**src/rtl/sum_engine_pkg.sv**
```systemverilog
package sum_engine_pkg;

  typedef enum logic [1:0] {
    ST_IDLE = 2'd0,
    ST_LOAD = 2'd1,
    ST_LOOP = 2'd2,
    ST_DONE = 2'd3
  } eng_state_e;

endpackage

```
**src/rtl/sum_start_edge.sv**
```systemverilog
module sum_start_edge (
  input  logic clk_i,
  input  logic rst_ni,
  input  logic start_i,
  output logic rise_o
);

  logic start_q;

  always_ff @(posedge clk_i or negedge rst_ni) begin
    if (!rst_ni) begin
      start_q <= 1'b0;
    end else begin
      start_q <= start_i;
    end
  end

  assign rise_o = start_i & ~start_q;

endmodule

```
**src/rtl/sum_datapath.sv**
```systemverilog
module sum_datapath #(
  parameter int unsigned WIDTH = 8
) (
  input  logic             clk_i,
  input  logic             rst_ni,
  input  logic             load_i,
  input  logic             step_i,
  input  logic             show_i,
  input  logic [WIDTH-1:0] n_i,
  output logic             zero_o,
  output logic [WIDTH-1:0] sum_o
);

  localparam logic [WIDTH-1:0] ONE = WIDTH'(1);

  logic [WIDTH-1:0] cnt_q, cnt_d;
  logic [WIDTH-1:0] acc_q, acc_d;
  logic             reg_en;

  always_comb begin
    cnt_d  = cnt_q;
    acc_d  = acc_q;
    reg_en = load_i | step_i;
    if (load_i) begin
      cnt_d = n_i;
      acc_d = '0;
    end else if (step_i) begin
      cnt_d = cnt_q - ONE;
      acc_d = acc_q + cnt_q;
    end
  end

  always_ff @(posedge clk_i or negedge rst_ni) begin
    if (!rst_ni) begin
      cnt_q <= '0;
      acc_q <= '0;
    end else if (reg_en) begin
      cnt_q <= cnt_d;
      acc_q <= acc_d;
    end
  end

  assign zero_o = (cnt_q == '0);
  assign sum_o  = show_i ? acc_q : '0;

  // the controller never steps an empty counter
  p_no_step_at_zero_r2: assert property (@(posedge clk_i) disable iff (!rst_ni)
    step_i |-> !zero_o);

  // load and step are never requested together
  p_load_step_excl_r9: assert property (@(posedge clk_i) disable iff (!rst_ni)
    !(load_i && step_i));

endmodule

```
**src/rtl/sum_ctrl.sv**
```systemverilog
module sum_ctrl
  import sum_engine_pkg::*;
(
  input  logic clk_i,
  input  logic rst_ni,
  input  logic start_rise_i,
  input  logic zero_i,
  output logic load_o,
  output logic step_o,
  output logic done_o
);

  eng_state_e state_q, state_d;

  always_comb begin
    state_d = state_q;
    load_o  = 1'b0;
    step_o  = 1'b0;
    done_o  = 1'b0;
    unique case (state_q)
      ST_IDLE: begin
        if (start_rise_i) state_d = ST_LOAD;
      end
      ST_LOAD: begin
        load_o  = 1'b1;
        state_d = ST_LOOP;
      end
      ST_LOOP: begin
        if (zero_i) begin
          state_d = ST_DONE;
        end else begin
          step_o = 1'b1;
        end
      end
      ST_DONE: begin
        done_o = 1'b1;
        if (start_rise_i) state_d = ST_LOAD;
      end
      default: state_d = ST_IDLE;
    endcase
  end

  always_ff @(posedge clk_i or negedge rst_ni) begin
    if (!rst_ni) begin
      state_q <= ST_IDLE;
    end else begin
      state_q <= state_d;
    end
  end

  // an empty counter during the loop finishes the job next cycle
  p_zero_ends_r4: assert property (@(posedge clk_i) disable iff (!rst_ni)
    (state_q == ST_LOOP && zero_i) |=> done_o);

  // a press during the loop does not leave the loop
  p_busy_ignores_start_r8: assert property (@(posedge clk_i) disable iff (!rst_ni)
    (state_q == ST_LOOP && start_rise_i && !zero_i) |=> (state_q == ST_LOOP));

  // finished state persists without a fresh press
  p_done_holds_r6: assert property (@(posedge clk_i) disable iff (!rst_ni)
    (done_o && !start_rise_i) |=> done_o);

  // a fresh press while finished restarts with a load
  p_restart_r7: assert property (@(posedge clk_i) disable iff (!rst_ni)
    (done_o && start_rise_i) |=> (!done_o && load_o));

endmodule

```
**src/rtl/sum_engine.sv**
```systemverilog
module sum_engine #(
  parameter int unsigned WIDTH = 8
) (
  input  logic             clk_i,
  input  logic             rst_ni,
  input  logic             start_i,
  input  logic [WIDTH-1:0] n_i,
  output logic [WIDTH-1:0] sum_o,
  output logic             done_o
);

  logic start_rise;
  logic load_en;
  logic step_en;
  logic cnt_zero;

  sum_start_edge i_edge (
    .clk_i   (clk_i),
    .rst_ni  (rst_ni),
    .start_i (start_i),
    .rise_o  (start_rise)
  );

  sum_ctrl i_ctrl (
    .clk_i        (clk_i),
    .rst_ni       (rst_ni),
    .start_rise_i (start_rise),
    .zero_i       (cnt_zero),
    .load_o       (load_en),
    .step_o       (step_en),
    .done_o       (done_o)
  );

  sum_datapath #(
    .WIDTH (WIDTH)
  ) i_dp (
    .clk_i  (clk_i),
    .rst_ni (rst_ni),
    .load_i (load_en),
    .step_i (step_en),
    .show_i (done_o),
    .n_i    (n_i),
    .zero_o (cnt_zero),
    .sum_o  (sum_o)
  );

  // the result port is dark until the flag is up
  p_sum_gate_r5: assert property (@(posedge clk_i) disable iff (!rst_ni)
    !done_o |-> (sum_o == '0));

  // result holds while finished and no fresh press arrives
  p_sum_hold_r6: assert property (@(posedge clk_i) disable iff (!rst_ni)
    (done_o && !start_rise) |=> $stable(sum_o));

endmodule

```
**config.mk**
```make
export PLATFORM = sky130hd
export DESIGN_NAME = sum_engine
export DESIGN_NICKNAME = d
export VERILOG_FILES = /design/src/rtl/sum_engine_pkg.sv /design/src/rtl/sum_start_edge.sv /design/src/rtl/sum_datapath.sv /design/src/rtl/sum_ctrl.sv /design/src/rtl/sum_engine.sv
export SDC_FILE = /design/constraint.sdc
export NUM_CORES = 1
export LEC_CHECK = 0
export BUFFER_PORTS_ARGS = -buffer_cell sky130_fd_sc_hd__buf_2
export CAP_MARGIN = 25
export CORE_ASPECT_RATIO = 2
export CORE_MARGIN = 2
export CORE_UTILIZATION = 35
export CTS_CLUSTER_SIZE = 14
export DETAILED_ROUTE_END_ITERATION = 16
export PLACE_DENSITY = 0.66
export SLEW_MARGIN = 20
export SYNTH_ARGS = -nofsm -noshare
export SYNTH_HDL_FRONTEND = slang
export SYNTH_SLANG_ARGS = --single-unit
export TNS_END_PERCENT = 5
```
**constraint.sdc**
```tcl
create_clock -name clk_i -period 2.52 [get_ports clk_i]
set_input_delay 0.504 -clock clk_i [delete_from_list [all_inputs] [get_ports clk_i]]
set_output_delay 0.504 -clock clk_i [all_outputs]
set_load 0.005 [all_outputs]
```
======== Word-level counts from Yosys, hierarchy flattened ========
Index checks and enable logic that the tools add are counted.
operators by class
  reductions and logical operators ........ 6
  muxes and demuxes ....................... 12
  equality and inequality tests ........... 5
  add/sub/neg operators ................... 2
  bitwise logic cells ..................... 3
operators by type and width
  cell                                                    count
  2-to-1 mux 8 bit                                        5
  adder 8 bit                                             1
  zero test 8 bit                                         1
  subtractor 8 x 1 -> 8 bit (second input constant)       1
  one-hot mux 2 bit (3 select lines)                      1
  == test 2 bit (second input constant)                   2
  2-to-1 mux 1 bit                                        4
  2-to-1 mux 2 bit                                        2
  AND reduction 2 bit                                     2
  == test 2 x 1 -> 1 bit (second input constant)          1
  zero test 2 bit                                         1
  inequality test 2 x 1 -> 1 bit (second input constant)  1
  inequality test 2 bit (second input constant)           1
  nonzero test 2 bit                                      1
  OR reduction 2 bit                                      1
  bitwise AND 1 bit                                       1
  NOT 1 bit                                               1
  OR 1 bit                                                1
storage, ports and cells
  output and inout port bits .............. 9
  register bits after elaboration ......... 19
  word-level logic and storage cells ...... 32

======== Depth between registers and ports, before layout ========
Gate-level depths: netlist (run 1).
  depth after elaboration ................. 5
  depth in mapped cells ................... 8
  mapped depth without buffers ............ 7

======== Modules after synthesis ========
Synthesis (run 1) repeated with hierarchy kept, for this count alone.
second synthesis, totals
  cell total of the unflattened synthesis .. 138
  area total of the unflattened synthesis .. 1,328.8 sq um
modules (own cells, without submodules)
  module          seq. area each (sq um)  instances  area each (sq um)  cells an instance
  sum_datapath    400.4                   1          1,136.1            122
  sum_ctrl        50.0                    1          153.9              14
  sum_start_edge  25.0                    1          38.8               2

======== Least setup slack after synthesis (run 1) ========
Ideal clock, no wire load.
  path type ............................... reg2reg
  from .................................... register i_dp.cnt_q[1]
  to ...................................... register i_ctrl.state_q[0]
  setup time .............................. 0.079 ns
  data arrival time ....................... 1.815 ns
  stages on the path, launching flop included .. 8
  data required time ...................... 2.441 ns
  clock period less this slack ............ 1.894 ns
  buffers on the path ..................... 1
  slack ................................... 0.626 ns
  cells stage by stage .................... dfrtp_1 -> inv_1 -> ha_1 -> or4b_1 -> o21a_1 -> buf_2 -> a21oi_1 -> mux2i_1
between the ends
  cells in the longest elaborated chain, start to end .. 3
RTL lines
  what                             line                source
  start: declaration               sum_datapath.sv:16  logic [WIDTH-1:0] cnt_q, cnt_d;
  start signal: assignment         sum_datapath.sv:38  cnt_q <= cnt_d;
  zero test 8 bit                  sum_datapath.sv:43  assign zero_o = (cnt_q == '0);
  inequality test 2 bit (no line)  --
  AND reduction 2 bit (no line)    --
  end signal: assignment           sum_ctrl.sv:47      state_q <= state_d;
  end: declaration                 sum_ctrl.sv:13      eng_state_e state_q, state_d;
Every way passes these cells.
A chain may end at the register's enable or synchronous reset.

======== Worst setup path after layout (run 1) ========
  from .................................... register i_dp.cnt_q[1]
  to ...................................... register i_dp.cnt_q[3]
between the ends
  cells in the longest elaborated chain, start to end .. 5
RTL lines
  what
  branches (longest 5 deep; another with subtractor 8 x 1 -> 8 bit)
Several ways; the timed one is not identified. The select of a mux whose other input is x is not followed.

==> metrics.cfg, run 1 <==
[global_route]
grt_pass1_wl_mm = 4.84
grt_overflow = 0
grt_pass1_vias = 1110
antenna_found_initial = 0
grt.total_usage_pct = 16.1
grt_start_max_net_pins = 29

[worst_setup_path]
cp.arrival_ps = 2300
r2r_cells = 8
crit_chain = inv_1 > ha_1 > or4b_1 > o21ai_2 > buf_4 > nor4_1 > xnor2_1 > o21ai_0
cp-start-kind = flip-flop
cp.required_ps = 2630
crit_type = reg -> reg
reg2reg_slack_ps = 330
r2r_start = i_dp.cnt_q[1]
critical_path_buf_inv_count = 2
critPathCaptureType = flip-flop
max_stage_delay_ps = 490
crit_cells = 8
cp_top_family = simple AND/OR/NAND/NOR gates
worstPathMaxFanout = 10
crit_path_top_delay_cell = dfrtp_1
r2r-end = i_dp.cnt_q[3]

[power]
p_total_w = 0.00168
vdd_drop_max_mv = 0.699
p_leak_nw = 0.672
p_per_area_mw_per_mm2 = 1150

[timing]
grt_setup_unrepaired = no
min_period_over_period_pct = 86.8
fin_crit_ps = 2190
finalSetupViolCount = 0
setup_slack_ps = 332
slew_headroom_pct = 42.4
finalMaxSlewViolations = 0
fmax_mhz = 457
finalHoldViolCount = 0
worst_pin_slew_ps = 864
clock_skew_ps = 3.66
final.setup.tns_ps = 0

[synthesis]
synth_cell_type_count = 37
syn_area_per_cell_um2 = 9.13
synth_seq_area_share_pct = 37.2
synth.net_count = 165
synth_warnings = 0
synthCells = 140
synth-seq-cells = 19
netlist_area_mm2 = 0.00128

[drt]
detail_route.wl_per_cell_um = 14.0
first_pass_iters = 4
antenna_left = 0
drc = 0
via_count = 1078
wl_mm = 2.92
drtIter0Drc = 13
via_per_inst = 5.18

[finish]
antennaDiodeCount = 0
syn2layout_area_growth_pct = 14.6
regArea_um2 = 475
final_util_pct = 41.1
fillCellCount = 379
final_nets = 185
multiInputGateArea_um2 = 764
finish.instance_area_mm2 = 0.00147
drive_gt1_share_pct = 17.6

[floorplanning]
core_mm2 = 0.00357
fp-row-count = 31
ios = 20
die_area_mm2 = 0.00418
fp.dieH_um = 89.5
start_util_pct = 35.8
die_x_um = 46.7

[job]
maxCapViolations = 0

[clock_tree]
cts_sinks = 19
htreeDepth = 1
clkTransAtPathRegs_ps = 80
cts_root_buf = clkbuf_8
cts_buffers = 3
post_cts_resized = 0
cts_setup_buffers = 0
insertion_delay_ps = 260
tritoncts = done
cts_hold_buf = 0
cts.path.max_buffers = 2

[status]
outcome = complete, no violations

[worst_hold_path]
hp-class = in -> async

[placement]
post_dp_cell_area_mm2 = 0.00142
place_congestion = 0.871
io_buffers = 19
dp_slack_ps = 354
dp_hpwl_mm = 2.29

## sequential cells by signal, indices dropped and copies added, names as in the netlist
| register | flops |
|---|---|
| i_dp.cnt_q | 8 |
| i_edge.start_q | 1 |
| i_dp.acc_q | 8 |
| i_ctrl.state_q | 2 |
## area by class of cell
| cell class | instances | share of cell area (%) |
|---|---|---|
| multi-input cells | 112 | 52.2 |
| flip-flops and latches | 19 | 32.5 |
| repair buffers | 20 | 7.00 |
| well taps | 49 | 4.18 |
| clock buffers | 3 | 2.82 |
| inverters | 4 | 1.02 |
| clock inverters | 1 | 0.342 |
## where the power goes
group          internal (W)  switching [W]  leakage, nW  total, W
clock              0.000110       0.000113       0.0255  0.000223
sequential         0.000423       0.000153        0.237  0.000576
combinational      0.000387       0.000496        0.409  0.000883
total              0.000921       0.000761        0.672   0.00168
## cells in the mapped netlist (all sizes together)
library cell,instances,share of area (%)
inv,4,1.2
mux2i,1,0.78
nand3b,2,1.2
xor2,3,2.1
nand4b,1,0.69
a21oi,11,4.3
nor2b,1,0.49
ha,13,13
o21a,2,1.2
nand2,17,5.0
a21o,2,1.2
and3,1,0.49
and2,8,3.9
dfrtp,19,37
or4,1,0.59
o21bai,1,0.59
xnor2,6,4.1
mux2,1,0.88
o21ai,14,5.8
or3,2,1.4
nor3,3,1.2
fa,1,1.6
o31ai,1,0.59
nor4,3,2.0
a211oi,4,2.3
nand2b,1,0.49
buf,3,1.3
or4b,1,0.78
clkbuf,2,0.59
nand3,4,1.6
nor2,7,2.1
## worst max-delay path by stage
stage                        endpoint           from
finish                  i_dp.cnt_q[3]  i_dp.cnt_q[1]
global route            i_dp.cnt_q[3]  i_dp.cnt_q[1]
CTS                     i_dp.cnt_q[3]  i_dp.cnt_q[1]
detailed placement      i_dp.cnt_q[3]  i_dp.cnt_q[1]
global placement        i_dp.cnt_q[3]  i_dp.cnt_q[1]
floorplan           i_ctrl.state_q[0]  i_dp.cnt_q[1]
## per-layer routing
layer  vias to the layer above  global-route usage, %  part of all wire (%)
met5                         -                      0                     0
met2                        33                   30.1                    57
met1                       500                   15.9                    36
met3                        18                   1.62                   2.7
met4                         0                   9.85                   4.9
li1                        527                      -                     -
## worst reg2reg max path, stage by stage, from the launching register on
cell     delay (ps)
dfrtp_1         490
inv_1           120
ha_1            130
or4b_1          480
o21ai_2         260
buf_4           240
nor4_1           80
xnor2_1         150
o21ai_0          90
## cell families (layout without fill, tap and decap cells)
group | count (synthesis) | count (layout) | share of synthesized area (%)
buffers and inverters | 9 | 28 | 3.03
muxes | 2 | 2 | 1.66
xor gates and xnor gates | 9 | 9 | 6.16
DFF | 19 | 19 | 37.2
AOI/OAI and AO/OA | 35 | 35 | 15.9
and+or+nand+nor | 52 | 52 | 21.7
adders and majority gates | 14 | 14 | 14.3
## layout by cell type, fill, tap and decap left out, types with 2 or more instances in the layout
cell type	instances
a211oi_1	4
a21o_1	2
a21oi_1	11
and2_1	8
buf_2	19
clkbuf_8	3
dfrtp_1	19
ha_1	13
inv_1	4
nand2_1	17
nand3_1	4
nand3b_1	2
nor2_1	7
nor3_1	3
nor4_1	2
o21a_1	2
o21ai_0	12
xnor2_1	6
xor2_1	3
## stage by stage
step,hold slack (ps),instances
finish,174,208
global route,208,208
CTS,188,208
detailed placement,472,204
global placement,472,204
floorplan,208,140
Note: power is estimated with default switching activity, not from simulation.
==> inputs of run 2 (changes only) <==
PLACE_DENSITY = 0.62   (was 0.66)
==> metrics.cfg, run 2 (synthesis results as in run 1) <==
[floorplanning]
fp.dieH_um = 89.5  ; unchanged
ios = 20  ; unchanged
start_util_pct = 35.8  ; unchanged
fp-row-count = 31  ; unchanged
core_mm2 = 0.00357  ; unchanged
die_area_mm2 = 0.00418  ; unchanged
die_x_um = 46.7  ; unchanged

[global_route]
grt_pass1_vias = 1069  ; -3.7%
grt_start_max_net_pins = 29  ; unchanged
grt_overflow = 0  ; unchanged
grt_pass1_wl_mm = 4.75  ; -1.8%
antenna_found_initial = 0  ; unchanged
grt.total_usage_pct = 16.2  ; +0.028 points

[status]
outcome = complete, no violations

[power]
pwr-share-clk_pct = 13.6  ; +0.3 points
sequentialPowerShare_pct = 34.6  ; +0.4 points
comb_power_share_pct = 51.7  ; -0.8 points
vdd_drop_max_mv = 0.517  ; -26%
switching_power_w = 0.000742  ; -2.5%
p_total_w = 0.00166  ; -1.4%
p_per_area_mw_per_mm2 = 1130  ; -1.4%
p_int_w = 0.000917  ; -0.41%
p_leak_nw = 0.672  ; unchanged
p_sw_share_pct = 44.7  ; -0.53 points

[drt]
via_per_inst = 5.07  ; -2.2%
wl_mm = 2.84  ; -2.9%
antenna_left = 0  ; unchanged
detail_route.wl_per_cell_um = 13.6  ; -2.9%
first_pass_iters = 4  ; unchanged
via_count = 1054  ; -2.2%
drtIter0Drc = 14  ; +1
drc = 0  ; unchanged

[timing]
finalSetupViolCount = 0  ; unchanged
worst_pin_slew_ps = 845  ; -18.9 ps
final.setup.tns_ps = 0  ; unchanged
fin_crit_ps = 2180  ; -8.88 ps
finalMaxSlewViolations = 0  ; unchanged
min_period_over_period_pct = 86.5  ; -0.35 points
timing.hold.ws_ps = 169  ; -5.57 ps
clock_skew_ps = 4.02  ; +0.355 ps
grt_setup_unrepaired = no
finalHoldViolCount = 0  ; unchanged
slew_headroom_pct = 43.7  ; +1.3 points
fmax_mhz = 459  ; +0.41%

[worst_setup_path]
crit_path_top_delay_cell = dfrtp_1
cp.required_ps = 2640  ; about the same
cp_top_family = simple AND/OR/NAND/NOR gates
crit_cells = 8  ; unchanged
worstPathMaxFanout = 10  ; unchanged
cp.arrival_ps = 2300  ; about the same
crit_chain = inv_1 > ha_1 > or4b_1 > o21ai_2 > buf_4 > nor4_2 > xnor2_1 > o21ai_1
critPathCaptureType = flip-flop
critical_path_buf_inv_count = 2  ; unchanged
r2r_cells = 8  ; unchanged
max_stage_delay_ps = 490  ; about the same
cp-start-kind = flip-flop
crit_type = reg -> reg

[clock_tree]
clkTransAtPathRegs_ps = 80  ; about the same
htreeDepth = 1  ; unchanged
cts_root_buf = clkbuf_8
cts_buffers = 3  ; unchanged
cts_setup_buffers = 0  ; unchanged
cts.path.max_buffers = 2  ; unchanged
tritoncts = done
insertion_delay_ps = 270  ; about the same
post_cts_resized = 0  ; unchanged
cts_hold_buf = 0  ; unchanged
cts_sinks = 19  ; unchanged

[finish]
finish.instance_area_mm2 = 0.00147  ; unchanged
final_nets = 185  ; unchanged
drive_gt1_share_pct = 17.6  ; unchanged
antennaDiodeCount = 0  ; unchanged
syn2layout_area_growth_pct = 14.6  ; unchanged
final_util_pct = 41.1  ; unchanged
final_cell_mix = dfrtp_1, buf_2, nand2_1
largestRegisters = i_dp.acc_q (8), i_dp.cnt_q (8), i_ctrl.state_q (2)
fillCellCount = 378  ; -0.26%

[placement]
io_buffers = 19  ; unchanged
post_dp_cell_area_mm2 = 0.00142  ; unchanged
dp_hpwl_mm = 2.18  ; -4.4%
place_congestion = 0.853  ; -2.1%

[job]
maxCapViolations = 0  ; unchanged

[worst_hold_path]
hp-class = in -> async

run 2: cell counts in the layout (fill, tap and decap cells not counted):
Identical to the previous run, type by type.
run 2: area by class of cell:
| type | instances | area, um2 | share of cell area (%) |
|---|---|---|---|
| tap | 49 | 61.3 | 4.18 |
| clock buffer | 3 | 41.3 | 2.82 |
| timing repair buffer | 20 | 103 | 7.00 |
| clock inverter | 1 | 5.00 | 0.342 |
| multi-input combinational | 112 | 764 | 52.2 |
| sequential | 19 | 475 | 32.5 |
| inverter | 4 | 15.0 | 1.02 |
run 2: final timing paths:
check / slack [ps] / start / to
setup / recovery: 340 / i_dp.cnt_q[1] / i_dp.cnt_q[7]
hold / removal: 170 / rst_ni / i_dp.acc_q[5]
setup reg to reg: 340 / i_dp.cnt_q[1] / i_dp.cnt_q[7]
hold reg to reg: 560 / i_dp.acc_q[3] / i_dp.acc_q[3]
max in group asynchronous: 2040 / rst_ni / i_dp.cnt_q[2]
min in group clk_i: 360 / start_i / i_edge.start_q
run 2: per-layer routing:
layer	up-vias	wire, um	global-route usage (%)
li1	526	-	-
met1	502	1090	16.1
met2	17	1590	29.8
met3	9	54	1.82
met4	0	100	9.85
met5	-	0	0
run 2: power by group through the flow:
stage | Clock [W] | Combinational, W | Sequential, W
after CTS | 0.000230 | 0.000874 | 0.000575
final | 0.000226 | 0.000858 | 0.000575
after global placement | 0 | 0.000846 | 0.000573
after floorplan | 0 | 0.000679 | 0.000531
after detailed placement | 0 | 0.000867 | 0.000581
after global routing | 0.000242 | 0.000993 | 0.000597
run 2: stage by stage:
step,cells,setup WS (ps)
after floorplan,140,626
after global placement,204,420
after detailed placement,204,359
after CTS,208,336
after global routing,208,167
final,208,341
run 2: worst register-to-register path, stage by stage, from the launching register on:
cell	delay, ps
dfrtp_1	490
inv_1	120
ha_1	130
or4b_1	470
o21ai_2	270
buf_4	240
nor4_2	60
xnor2_1	170
o21ai_1	90
